File: src/rtl/dsq_pkg.sv
package dsq_pkg;

  typedef enum logic [2:0] {
    S_IDLE,
    S_SETTLE,
    S_SYM,
    S_GAP,
    S_TONE,
    S_FIN
  } seq_state_t;

  localparam logic [7:0] ALL_ONES_BYTE = 8'hFF;

  // running parity: accumulates XOR of data bits shifted out so far
  function automatic logic parity_next(input logic acc, input logic data_bit);
    return acc ^ data_bit;
  endfunction

  // parity symbol: '1' when the data byte held an even number of ones
  function automatic logic parity_symbol(input logic acc);
    return ~acc;
  endfunction

  // after the second tick of a symbol the carrier is cut when the bit is '1'
  function automatic logic cut_after_second_tick(input logic sym_bit);
    return sym_bit;
  endfunction

endpackage

File: src/rtl/dsq_tick_gen.sv
module dsq_tick_gen #(
  parameter int DIV = 2001
) (
  input  logic clk,
  input  logic rst_n,
  input  logic resync_i,
  output logic tick_o
);
  localparam int CW = (DIV > 1) ? $clog2(DIV) : 1;
  localparam logic [CW-1:0] LAST = CW'(DIV - 1);

  logic [CW-1:0] cnt_q;

  assign tick_o = (cnt_q == LAST);

  always_ff @(posedge clk or negedge rst_n) begin
    if (!rst_n)                  cnt_q <= '0;
    else if (resync_i || tick_o) cnt_q <= '0;
    else                         cnt_q <= cnt_q + 1'b1;
  end
endmodule

File: src/rtl/dsq_bit_ser.sv
module dsq_bit_ser
  import dsq_pkg::*;
(
  input  logic       clk,
  input  logic       rst_n,
  input  logic       load_i,
  input  logic [7:0] data_i,
  input  logic       adv_i,
  output logic       bit_o,
  output logic       last_o
);
  logic [7:0] sh_q;
  logic [3:0] idx_q;
  logic       par_q;

  assign last_o = (idx_q == 4'd8);
  assign bit_o  = last_o ? parity_symbol(par_q) : sh_q[7];

  always_ff @(posedge clk or negedge rst_n) begin
    if (!rst_n) begin
      sh_q  <= '0;
      idx_q <= '0;
      par_q <= 1'b0;
    end else if (load_i) begin
      sh_q  <= data_i;
      idx_q <= '0;
      par_q <= 1'b0;
    end else if (adv_i) begin
      par_q <= parity_next(par_q, sh_q[7]);
      sh_q  <= {sh_q[6:0], 1'b0};
      idx_q <= idx_q + 4'd1;
    end
  end
endmodule

File: src/rtl/dsq_seq_ctrl.sv
module dsq_seq_ctrl
  import dsq_pkg::*;
#(
  parameter int SETTLE_TICKS = 15,
  parameter int BURST_TICKS  = 25,
  parameter int LEN_W        = 8
) (
  input  logic             clk,
  input  logic             rst_n,
  input  logic             tick_i,
  input  logic             start_i,
  input  logic [LEN_W-1:0] nbytes_i,
  input  logic             burst_sel_i,
  input  logic             byte_valid_i,
  input  logic             ser_bit_i,
  input  logic             ser_last_i,
  output logic             resync_o,
  output logic             ser_load_o,
  output logic             ser_adv_o,
  output logic             ser_use_pattern_o,
  output logic             byte_ready_o,
  output logic             tone_en_o,
  output logic             busy_o,
  output logic             done_o,
  output logic             underrun_o
);
  localparam int TMAX = (SETTLE_TICKS > BURST_TICKS) ? SETTLE_TICKS : BURST_TICKS;
  localparam int TW   = $clog2(TMAX + 1);
  localparam logic [TW-1:0] SETTLE_LAST = TW'(SETTLE_TICKS - 1);
  localparam logic [TW-1:0] BURST_LAST  = TW'(BURST_TICKS - 1);

  seq_state_t       state_q;
  logic [TW-1:0]    tcnt_q;
  logic [1:0]       phase_q;
  logic [LEN_W-1:0] left_q;
  logic             sel_q;
  logic             err_q;
  logic             tone_q;
  logic             done_q;
  logic             und_q;

  logic start_acc, settle_end, sym_end, need_byte, take, pattern_load;

  assign start_acc    = (state_q == S_IDLE) && start_i;
  assign settle_end   = (state_q == S_SETTLE) && tick_i && (tcnt_q == SETTLE_LAST);
  assign sym_end      = (state_q == S_SYM) && tick_i && (phase_q == 2'd2) && ser_last_i;
  assign need_byte    = (settle_end || sym_end) && (left_q != '0);
  assign take         = need_byte && byte_valid_i;
  assign pattern_load = settle_end && (left_q == '0) && sel_q;

  assign byte_ready_o      = need_byte;
  assign ser_load_o        = take || pattern_load;
  assign ser_use_pattern_o = pattern_load;
  assign ser_adv_o         = (state_q == S_SYM) && tick_i && (phase_q == 2'd2) && !ser_last_i;
  assign resync_o          = start_acc || settle_end;
  assign busy_o            = (state_q != S_IDLE);
  assign tone_en_o         = tone_q;
  assign done_o            = done_q;
  assign underrun_o        = und_q;

  always_ff @(posedge clk or negedge rst_n) begin
    if (!rst_n) begin
      state_q <= S_IDLE;
      tcnt_q  <= '0;
      phase_q <= '0;
      left_q  <= '0;
      sel_q   <= 1'b0;
      err_q   <= 1'b0;
      tone_q  <= 1'b0;
      done_q  <= 1'b0;
      und_q   <= 1'b0;
    end else begin
      done_q <= (state_q == S_FIN);
      und_q  <= (state_q == S_FIN) && err_q;
      case (state_q)
        S_IDLE: begin
          if (start_i) begin
            state_q <= S_SETTLE;
            tcnt_q  <= '0;
            left_q  <= nbytes_i;
            sel_q   <= burst_sel_i;
            err_q   <= 1'b0;
            tone_q  <= 1'b0;
          end
        end
        S_SETTLE: begin
          if (tick_i) begin
            if (tcnt_q == SETTLE_LAST) begin
              phase_q <= '0;
              if (left_q != '0) begin
                if (byte_valid_i) begin
                  left_q  <= left_q - 1'b1;
                  state_q <= S_SYM;
                end else begin
                  err_q   <= 1'b1;
                  state_q <= S_FIN;
                end
              end else if (sel_q) begin
                state_q <= S_SYM;
              end else begin
                state_q <= S_GAP;
              end
            end else begin
              tcnt_q <= tcnt_q + 1'b1;
            end
          end
        end
        S_SYM: begin
          if (tick_i) begin
            case (phase_q)
              2'd0: begin
                tone_q  <= 1'b1;
                phase_q <= 2'd1;
              end
              2'd1: begin
                if (cut_after_second_tick(ser_bit_i)) tone_q <= 1'b0;
                phase_q <= 2'd2;
              end
              default: begin
                tone_q  <= 1'b0;
                phase_q <= 2'd0;
                if (ser_last_i) begin
                  if (left_q != '0) begin
                    if (byte_valid_i) begin
                      left_q <= left_q - 1'b1;
                    end else begin
                      err_q   <= 1'b1;
                      state_q <= S_FIN;
                    end
                  end else begin
                    state_q <= S_FIN;
                  end
                end
              end
            endcase
          end
        end
        S_GAP: begin
          if (tick_i) begin
            tone_q  <= 1'b1;
            tcnt_q  <= '0;
            state_q <= S_TONE;
          end
        end
        S_TONE: begin
          if (tick_i) begin
            if (tcnt_q == BURST_LAST) begin
              tone_q  <= 1'b0;
              state_q <= S_FIN;
            end else begin
              tcnt_q <= tcnt_q + 1'b1;
            end
          end
        end
        default: state_q <= S_IDLE;
      endcase
    end
  end
endmodule

File: src/rtl/dsq_tone_tx.sv
module dsq_tone_tx
  import dsq_pkg::*;
#(
  parameter int TICK_DIV     = 2001,
  parameter int SETTLE_TICKS = 15,
  parameter int BURST_TICKS  = 25,
  parameter int LEN_W        = 8
) (
  input  logic             clk,
  input  logic             rst_n,
  input  logic             start_i,
  input  logic [LEN_W-1:0] nbytes_i,
  input  logic             burst_sel_i,
  input  logic             byte_valid_i,
  input  logic [7:0]       byte_data_i,
  output logic             byte_ready_o,
  output logic             tone_en_o,
  output logic             busy_o,
  output logic             done_o,
  output logic             underrun_o
);
  // named internal events, visible to the bound checker
  logic       tick_w;
  logic       resync_w;
  logic       ser_load_w;
  logic       ser_adv_w;
  logic       ser_pat_w;
  logic       ser_bit_w;
  logic       ser_last_w;
  logic [7:0] ser_data_w;

  assign ser_data_w = ser_pat_w ? ALL_ONES_BYTE : byte_data_i;

  dsq_tick_gen #(.DIV(TICK_DIV)) tick_i (
    .clk      (clk),
    .rst_n    (rst_n),
    .resync_i (resync_w),
    .tick_o   (tick_w)
  );

  dsq_bit_ser ser_i (
    .clk    (clk),
    .rst_n  (rst_n),
    .load_i (ser_load_w),
    .data_i (ser_data_w),
    .adv_i  (ser_adv_w),
    .bit_o  (ser_bit_w),
    .last_o (ser_last_w)
  );

  dsq_seq_ctrl #(
    .SETTLE_TICKS (SETTLE_TICKS),
    .BURST_TICKS  (BURST_TICKS),
    .LEN_W        (LEN_W)
  ) seq_i (
    .clk               (clk),
    .rst_n             (rst_n),
    .tick_i            (tick_w),
    .start_i           (start_i),
    .nbytes_i          (nbytes_i),
    .burst_sel_i       (burst_sel_i),
    .byte_valid_i      (byte_valid_i),
    .ser_bit_i         (ser_bit_w),
    .ser_last_i        (ser_last_w),
    .resync_o          (resync_w),
    .ser_load_o        (ser_load_w),
    .ser_adv_o         (ser_adv_w),
    .ser_use_pattern_o (ser_pat_w),
    .byte_ready_o      (byte_ready_o),
    .tone_en_o         (tone_en_o),
    .busy_o            (busy_o),
    .done_o            (done_o),
    .underrun_o        (underrun_o)
  );
endmodule

File: config.mk
export PLATFORM = sky130hd
export DESIGN_NAME = dsq_tone_tx
export DESIGN_NICKNAME = d
export VERILOG_FILES = /design/src/rtl/dsq_pkg.sv /design/src/rtl/dsq_tick_gen.sv /design/src/rtl/dsq_bit_ser.sv /design/src/rtl/dsq_seq_ctrl.sv /design/src/rtl/dsq_tone_tx.sv
export SDC_FILE = /design/constraint.sdc
export NUM_CORES = 1
export LEC_CHECK = 0
export BUFFER_PORTS_ARGS = -buffer_cell sky130_fd_sc_hd__buf_2
export CORE_ASPECT_RATIO = 1.2
export CORE_MARGIN = 2
export CORE_UTILIZATION = 50
export DETAILED_ROUTE_END_ITERATION = 7
export PLACE_DENSITY = 0.69
export SLEW_MARGIN = 20
export SYNTH_ARGS = -nofsm -noshare
export SYNTH_HDL_FRONTEND = slang
export SYNTH_SLANG_ARGS = --single-unit
File: constraint.sdc
create_clock -name clk -period 3.3 [get_ports clk]
set_clock_uncertainty 0.1 [all_clocks]
set_input_delay 0 -clock clk [delete_from_list [all_inputs] [get_ports clk]]
set_output_delay 0 -clock clk [all_outputs]
set_load 0.1 [all_outputs]
==> impl_metrics.tcl, run 1 <==
set metrics [dict create \
    power_density_nw_per_um2 709.3 \
    wl_met2_um 2835 \
    power_mw 2.307 \
    synth-edff-count 0 \
    status "completed" \
    ys_warn_count 0 \
    setup_viol 0 \
    power.share.switching_pct 41.57 \
    gp_congestion 0.9082 \
    crit_required_ns 3.40 \
    crit_type "flop to flop" \
    netlist_area_um2 2740 \
    r2r_slack_ns 0.71 \
    ys_types 51 \
    drcViolationCount 0 \
    hpwl_um 3888 \
    met3_length_um 203 \
    grt_pass1_vias 2300 \
    drv_cap 0 \
    max_freq_mhz 385.7 \
    placed_area_um2 2923 \
    period_share_pct 78.56 \
    clockPowerShare_pct 22.2 \
    die_x_um 71.58 \
    path_clk_slew_ns 0.09 \
    postSynthAreaPerCell_um2 9.195 \
    diodes 0 \
    power_leakage_nw 1.395 \
    firstDrtPassIters 4 \
    io_buffer_count 25 \
    rr_endpoint "seq_i.left_q[1]" \
    hold_class "input port to flop" \
    grt_pass1_wl_um 10350 \
    netlist_top_cells_area "dfrtp_1, nor2_1, a21oi_1, mux2i_1, ha_1" \
    power.internal_mw 1.348 \
    grt_setup_unrepaired "no" \
    cts_tree "built" \
    core.rowCount 29 \
    grt_util_all_layers_pct 21.03 \
    wl_met1_um 2643 \
    coreArea_um2 5298 \
    ys_ff_latch 47 \
    ys.flop_type "dfrtp_1" \
    routed_wl_um 5751 \
    fin_nets 370 \
    cts_root_buf "clkbuf_8" \
    netlist_top_cells_count "dfrtp_1, nor2_1, a21oi_1" \
    insertion_delay_ns 0.31 \
    grt_max_degree 48 \
    relSlewSlack_pct 56.92 \
    tightestPinTransition_ns 0.6380 \
    syn-num-nets 327 \
    r2r.worst_path.cells 7 \
    antenna_found_initial 0 \
    p_switching_mw 0.9587 \
    yosysTopAreaCell "dfrtp_1" \
    ys_seq_area_share_pct 42.92 \
    io_pins 26 \
    postCtsSetupBuffers 0 \
    wl_per_cell_um 14.24 \
    reg2reg_from "seq_i.left_q[0]" \
    ant_nets 0 \
    vias 2276 \
    stdcell_area_um2 3252 \
    yosysTopAreaCellShare_pct 42.92 \
    peakVddDrop_mv 0.3539 \
    utilization_pct 61.38 \
    tns_ns 0 \
    seqPwrFrac_pct 38.0 \
    viasPerCell 5.634 \
    end_kind "flop" \
    syn2layout_area_growth_pct 18.68 \
    grt_overflow_total 0 \
    cp-startpoint "seq_i.left_q[0]" \
    die-area_um2 6091 \
    clockBufferDepth 2 \
    drv_slew 0 \
    drt_iter0_drc 130 \
    numClockSinks 47 \
    fin_crit_ns 2.593 \
    yosys.cell_count.top_type "dfrtp_1" \
    startpoint_type "flop" \
    hold_ws_ns 0.1123 \
    finalHoldViolCount 0 \
    worstPathArrival_ns 2.69 \
    top_layer "met4" \
    p_comb_share_pct 39.8 \
    start_util_pct 51.72 \
    async_flop_share_pct 100.0 \
    drive_above_1_share_pct 14.62 \
    die_h_um 85.10 \
    cts_buffers 5 \
    cp_max_fo 9 \
    syn_inst 298 \
    h-tree-depth 2 \
    worstSetupEndpoint "seq_i.left_q[1]" \
]
[registers in the layout (all words and copies together) (netlist names)]
register          cells
seq_i.done_o          1
seq_i.err_q           1
seq_i.left_q          8
seq_i.phase_q         2
seq_i.sel_q           1
seq_i.state_q         3
seq_i.tcnt_q          5
seq_i.tone_en_o       1
seq_i.underrun_o      1
ser_i.idx_q           4
ser_i.par_q           1
ser_i.sh_q            8
tick_i.cnt_q         11
[per-stage QoR]
step	setup WS [ns]	instances
after CTS	0.7228	404
final	0.7074	404
after global routing	0.5670	404
after detailed placement	0.7294	377
after floorplan	0.8043	298
after global placement	0.8037	377
[cell families (layout without fill, tap and decap cells)]
family	count (synthesis)	after routing	share of synthesized area [%]
mux	14	14	5.388
xor+xnor	14	14	4.475
simple gates	117	117	22.33
flops	47	47	42.92
fa+ha+maj	8	8	3.653
buf+inv	21	65	2.968
compound gates	77	77	18.27
[power by group through the flow]
stage | sequential (mW) | clock [mW] | combinational (mW)
6_report | 0.876 | 0.512 | 0.919
3_5_place_dp | 0.886 | 0 | 0.904
4_1_cts | 0.874 | 0.525 | 0.922
2_1_floorplan | 0.875 | 0 | 0.705
5_1_grt | 0.904 | 0.542 | 1.04
3_3_place_gp | 0.885 | 0 | 0.888
[what timing repair did]
action / in CTS / in global routing
endpoints found under the hold margin: 67 / 0
setup endpoints to repair: 0 / 0
resized for setup: 0 / 0
hold buffers: 19 / 0
[critical path: stages, from the launching register on]
cell	delay [ns]
dfrtp_1	0.42
inv_1	0.09
ha_1	0.20
or4b_4	0.53
o41ai_4	0.35
a32o_2	0.29
nand2b_4	0.20
mux2_4	0.30
[layout make-up]
cell class / instances / area, um^2
clock buffers: 5 / 68.82
inverters: 11 / 41.29
clock inverters: 3 / 67.56
flip-flops and latches: 47 / 1176
repair buffers: 46 / 332.8
fillers: 467 / 2046
multi-input cells: 230 / 1488
well taps: 62 / 77.57
[metal layers]
layer	vias up	track usage (%)
met5	-	0
met1	1083	27.67
met4	0	6.861
li1	1150	-
met2	37	35.02
met3	6	3.682
[how the worst min path moves through the flow]
stage	start	endpoint	slack, ns	depth (start not counted)
detailed placement	burst_sel_i	seq_i.sel_q	0.1	3
floorplan	rst_n	seq_i.done_o	-0.40	0
global route	start_i	seq_i.sel_q	0.15	4
global placement	burst_sel_i	seq_i.sel_q	0.10	3
finish	start_i	seq_i.err_q	0.11	5
CTS	start_i	seq_i.err_q	0.11	5
[placed cells by master, fill, tap and decap left out, types with 2 or more instances in the layout]
cell	instances
bufinv_16	2
a21oi_1	23
buf_2	24
mux2i_1	11
nand2b_1	3
nor2_1	43
o21a_1	4
xor2_1	7
buf_4	3
or2_2	3
and3_1	4
nor3b_1	3
and4b_1	3
o22ai_1	2
nand2_1	16
a2bb2oi_1	2
nor3_1	8
xnor2_1	7
nor2b_1	3
nand3_1	16
clkbuf_8	5
inv_1	11
a31oi_1	4
and4_1	2
mux2_2	2
o211ai_1	2
o31ai_1	5
a211oi_1	4
dfrtp_1	47
or3_1	4
dlygate4sd3_1	19
a21o_1	2
o21ai_0	19
ha_1	8
Power figures use the tool's default switching activity.
==> inputs of run 2 (changes only) <==
--- a/config.mk
+++ b/config.mk
@@ -10,7 +10,7 @@
 export CORE_MARGIN = 2
 export CORE_UTILIZATION = 50
 export DETAILED_ROUTE_END_ITERATION = 7
-export PLACE_DENSITY = 0.69
+export PLACE_DENSITY = 0.72
 export SLEW_MARGIN = 20
 export SYNTH_ARGS = -nofsm -noshare
 export SYNTH_HDL_FRONTEND = slang
==> constraint.sdc (replaced) <==
create_clock -name clk -period 2.38 [get_ports clk]
set_clock_uncertainty 0.1 [all_clocks]
set_input_delay 0 -clock clk [delete_from_list [all_inputs] [get_ports clk]]
set_output_delay 0 -clock clk [all_outputs]
set_load 0.1 [all_outputs]
==> impl_metrics.tcl, run 2 (same netlist as run 1, synthesis figures left out) <==
set metrics [dict create \
    status "completed" \
    h-tree-depth 2 \
    cts_buffers 5 \
    grt_pass1_wl_um 10120 \
    fin_nets 388 \
    die-area_um2 6091 \
    relSlewSlack_pct 67.98 \
    drt_iter0_drc 173 \
    r2r.worst_path.cells 7 \
    coreArea_um2 5298 \
    drv_cap 0 \
    routed_wl_um 5926 \
    stdcell_area_um2 3376 \
    startpoint_type "flop" \
    gp_congestion 0.9840 \
    path_clk_slew_ns 0.08 \
    hpwl_um 4290 \
    grt_pass1_vias 2202 \
    hold_path_startpoint "nbytes_i[0]" \
    min_to "seq_i.left_q[0]" \
    hold_depth 4 \
    dp_cells 392 \
    io_buffer_count 25 \
    fin_cells 422 \
    top_regs "tick_i.cnt_q: 11 flops, seq_i.left_q: 8 flops, ser_i.sh_q: 8 flops" \
    start_util_pct 51.72 \
    post-place-ws_ns 0.05401 \
    final_cell_mix "dfrtp_1, nor2_1, buf_2, a21oi_1, buf_4" \
    firstDrtPassIters 4 \
    diodes 0 \
    top_register "tick_i.cnt_q" \
    io_pins 26 \
    rr_endpoint "seq_i.left_q[1]" \
    period_share_pct 98.41 \
    cts_root_buf "clkbuf_8" \
    cp_max_fo 4 \
    placed_area_um2 3058 \
    crit_required_ns 2.47 \
    die_x_um 71.58 \
    mostFrequentLayoutCell "dfrtp_1" \
    drive_above_1_share_pct 18.89 \
    peakVddDrop_mv 0.4335 \
    crit_type "flop to flop" \
    grt_max_degree 31 \
    power_mw 3.176 \
    cts_tree "built" \
    clockBufferDepth 2 \
    largest_reg_flops 11 \
    setup_viol 0 \
    syn2layout_area_growth_pct 23.20 \
    fin_crit_ns 2.342 \
    insertion_delay_ns 0.30 \
    max_freq_mhz 427.0 \
    grt_overflow_total 0 \
    worstPathArrival_ns 2.43 \
    numClockSinks 47 \
    power_leakage_nw 1.469 \
    wl_per_cell_um 14.04 \
    drcViolationCount 0 \
    power_density_nw_per_um2 940.9 \
    drv_slew 0 \
    tightestPinTransition_ns 0.4836 \
    viasPerCell 5.730 \
    grt_setup_unrepaired "yes" \
    r2r_slack_ns 0.04 \
    finalHoldViolCount 0 \
    die_h_um 85.10 \
    end_kind "flop" \
    vias 2418 \
    hold_class "input port to flop" \
    tns_ns 0 \
    reg2reg_from "seq_i.left_q[0]" \
    core.rowCount 29 \
    antenna_found_initial 0 \
    nFillCells 446 \
    setup_slack_ns 0.03793 \
    grt_util_all_layers_pct 20.92 \
    ant_nets 0 \
]
-- run 2: cell count changes in the layout (fill, tap and decap cells not counted), sizes merged --
cell         delta
buf            +19
bufinv          -2
clkbuf          +3
clkinvlp        -1
dlygate4sd3     -1
-- run 2: cell type report --
class / instances / area [um^2] / area share, %
inverters: 11 / 41.29 / 1.223
flip-flops and latches: 47 / 1176 / 34.84
repair buffers: 64 / 478.0 / 14.16
well taps: 62 / 77.57 / 2.298
multi-input cells: 230 / 1503 / 44.51
clock buffers: 8 / 100.1 / 2.965
-- run 2: worst max path at each step --
stage	from	endpoint	slack, ns	depth (start not counted)
after global routing	seq_i.left_q[1]	ser_i.idx_q[0]	-0.04	7
final	seq_i.left_q[0]	seq_i.left_q[1]	0.04	7
after global placement	seq_i.left_q[0]	seq_i.left_q[1]	0.1	7
after detailed placement	seq_i.left_q[0]	ser_i.sh_q[0]	0.05	7
after CTS	seq_i.left_q[0]	seq_i.left_q[1]	0.04	7
after floorplan	seq_i.left_q[0]	seq_i.left_q[1]	0.002	7
-- run 2: routing by layer --
layer / GRT usage (%) / part of all wire (%)
met5: 0 / 0
met2: 34.09 / 48
met1: 27.58 / 44
met4: 8.062 / 2.0
met3: 3.800 / 5.1
-- run 2: through the flow --
step                      utilization [%]  hold slack, ns
final                               63.72        0.007186
after global routing                63.72         0.04225
after CTS                           63.01        0.001737
after detailed placement            57.72         -0.1557
after global placement              57.72         -0.1515
after floorplan                         -         -0.3956
-- run 2: repair_timing --
| action | in CTS | in global routing |
|---|---|---|
| resized for setup | 0 | 1 |
| endpoints found under the hold margin | 64 | 0 |
| setup buffers | 0 | 4 |
| hold buffers | 18 | 0 |
| endpoints found under the setup margin | 0 | 10 |
-- run 2: report_power, final --
part	internal, mW	leakage (nW)	switching [mW]
registers	0.964	0.567	0.225
clock network	0.265	0.0515	0.268
logic	0.597	0.850	0.857
total	1.83	1.47	1.35
-- run 2: critical path, stage by stage (launching register included) --
cell and delay [ns]:
dfrtp_1 0.39, inv_1 0.08, ha_1 0.15, or4b_4 0.51
o41ai_4 0.38, a32o_2 0.19, nand2b_4 0.13, mux2_4 0.29
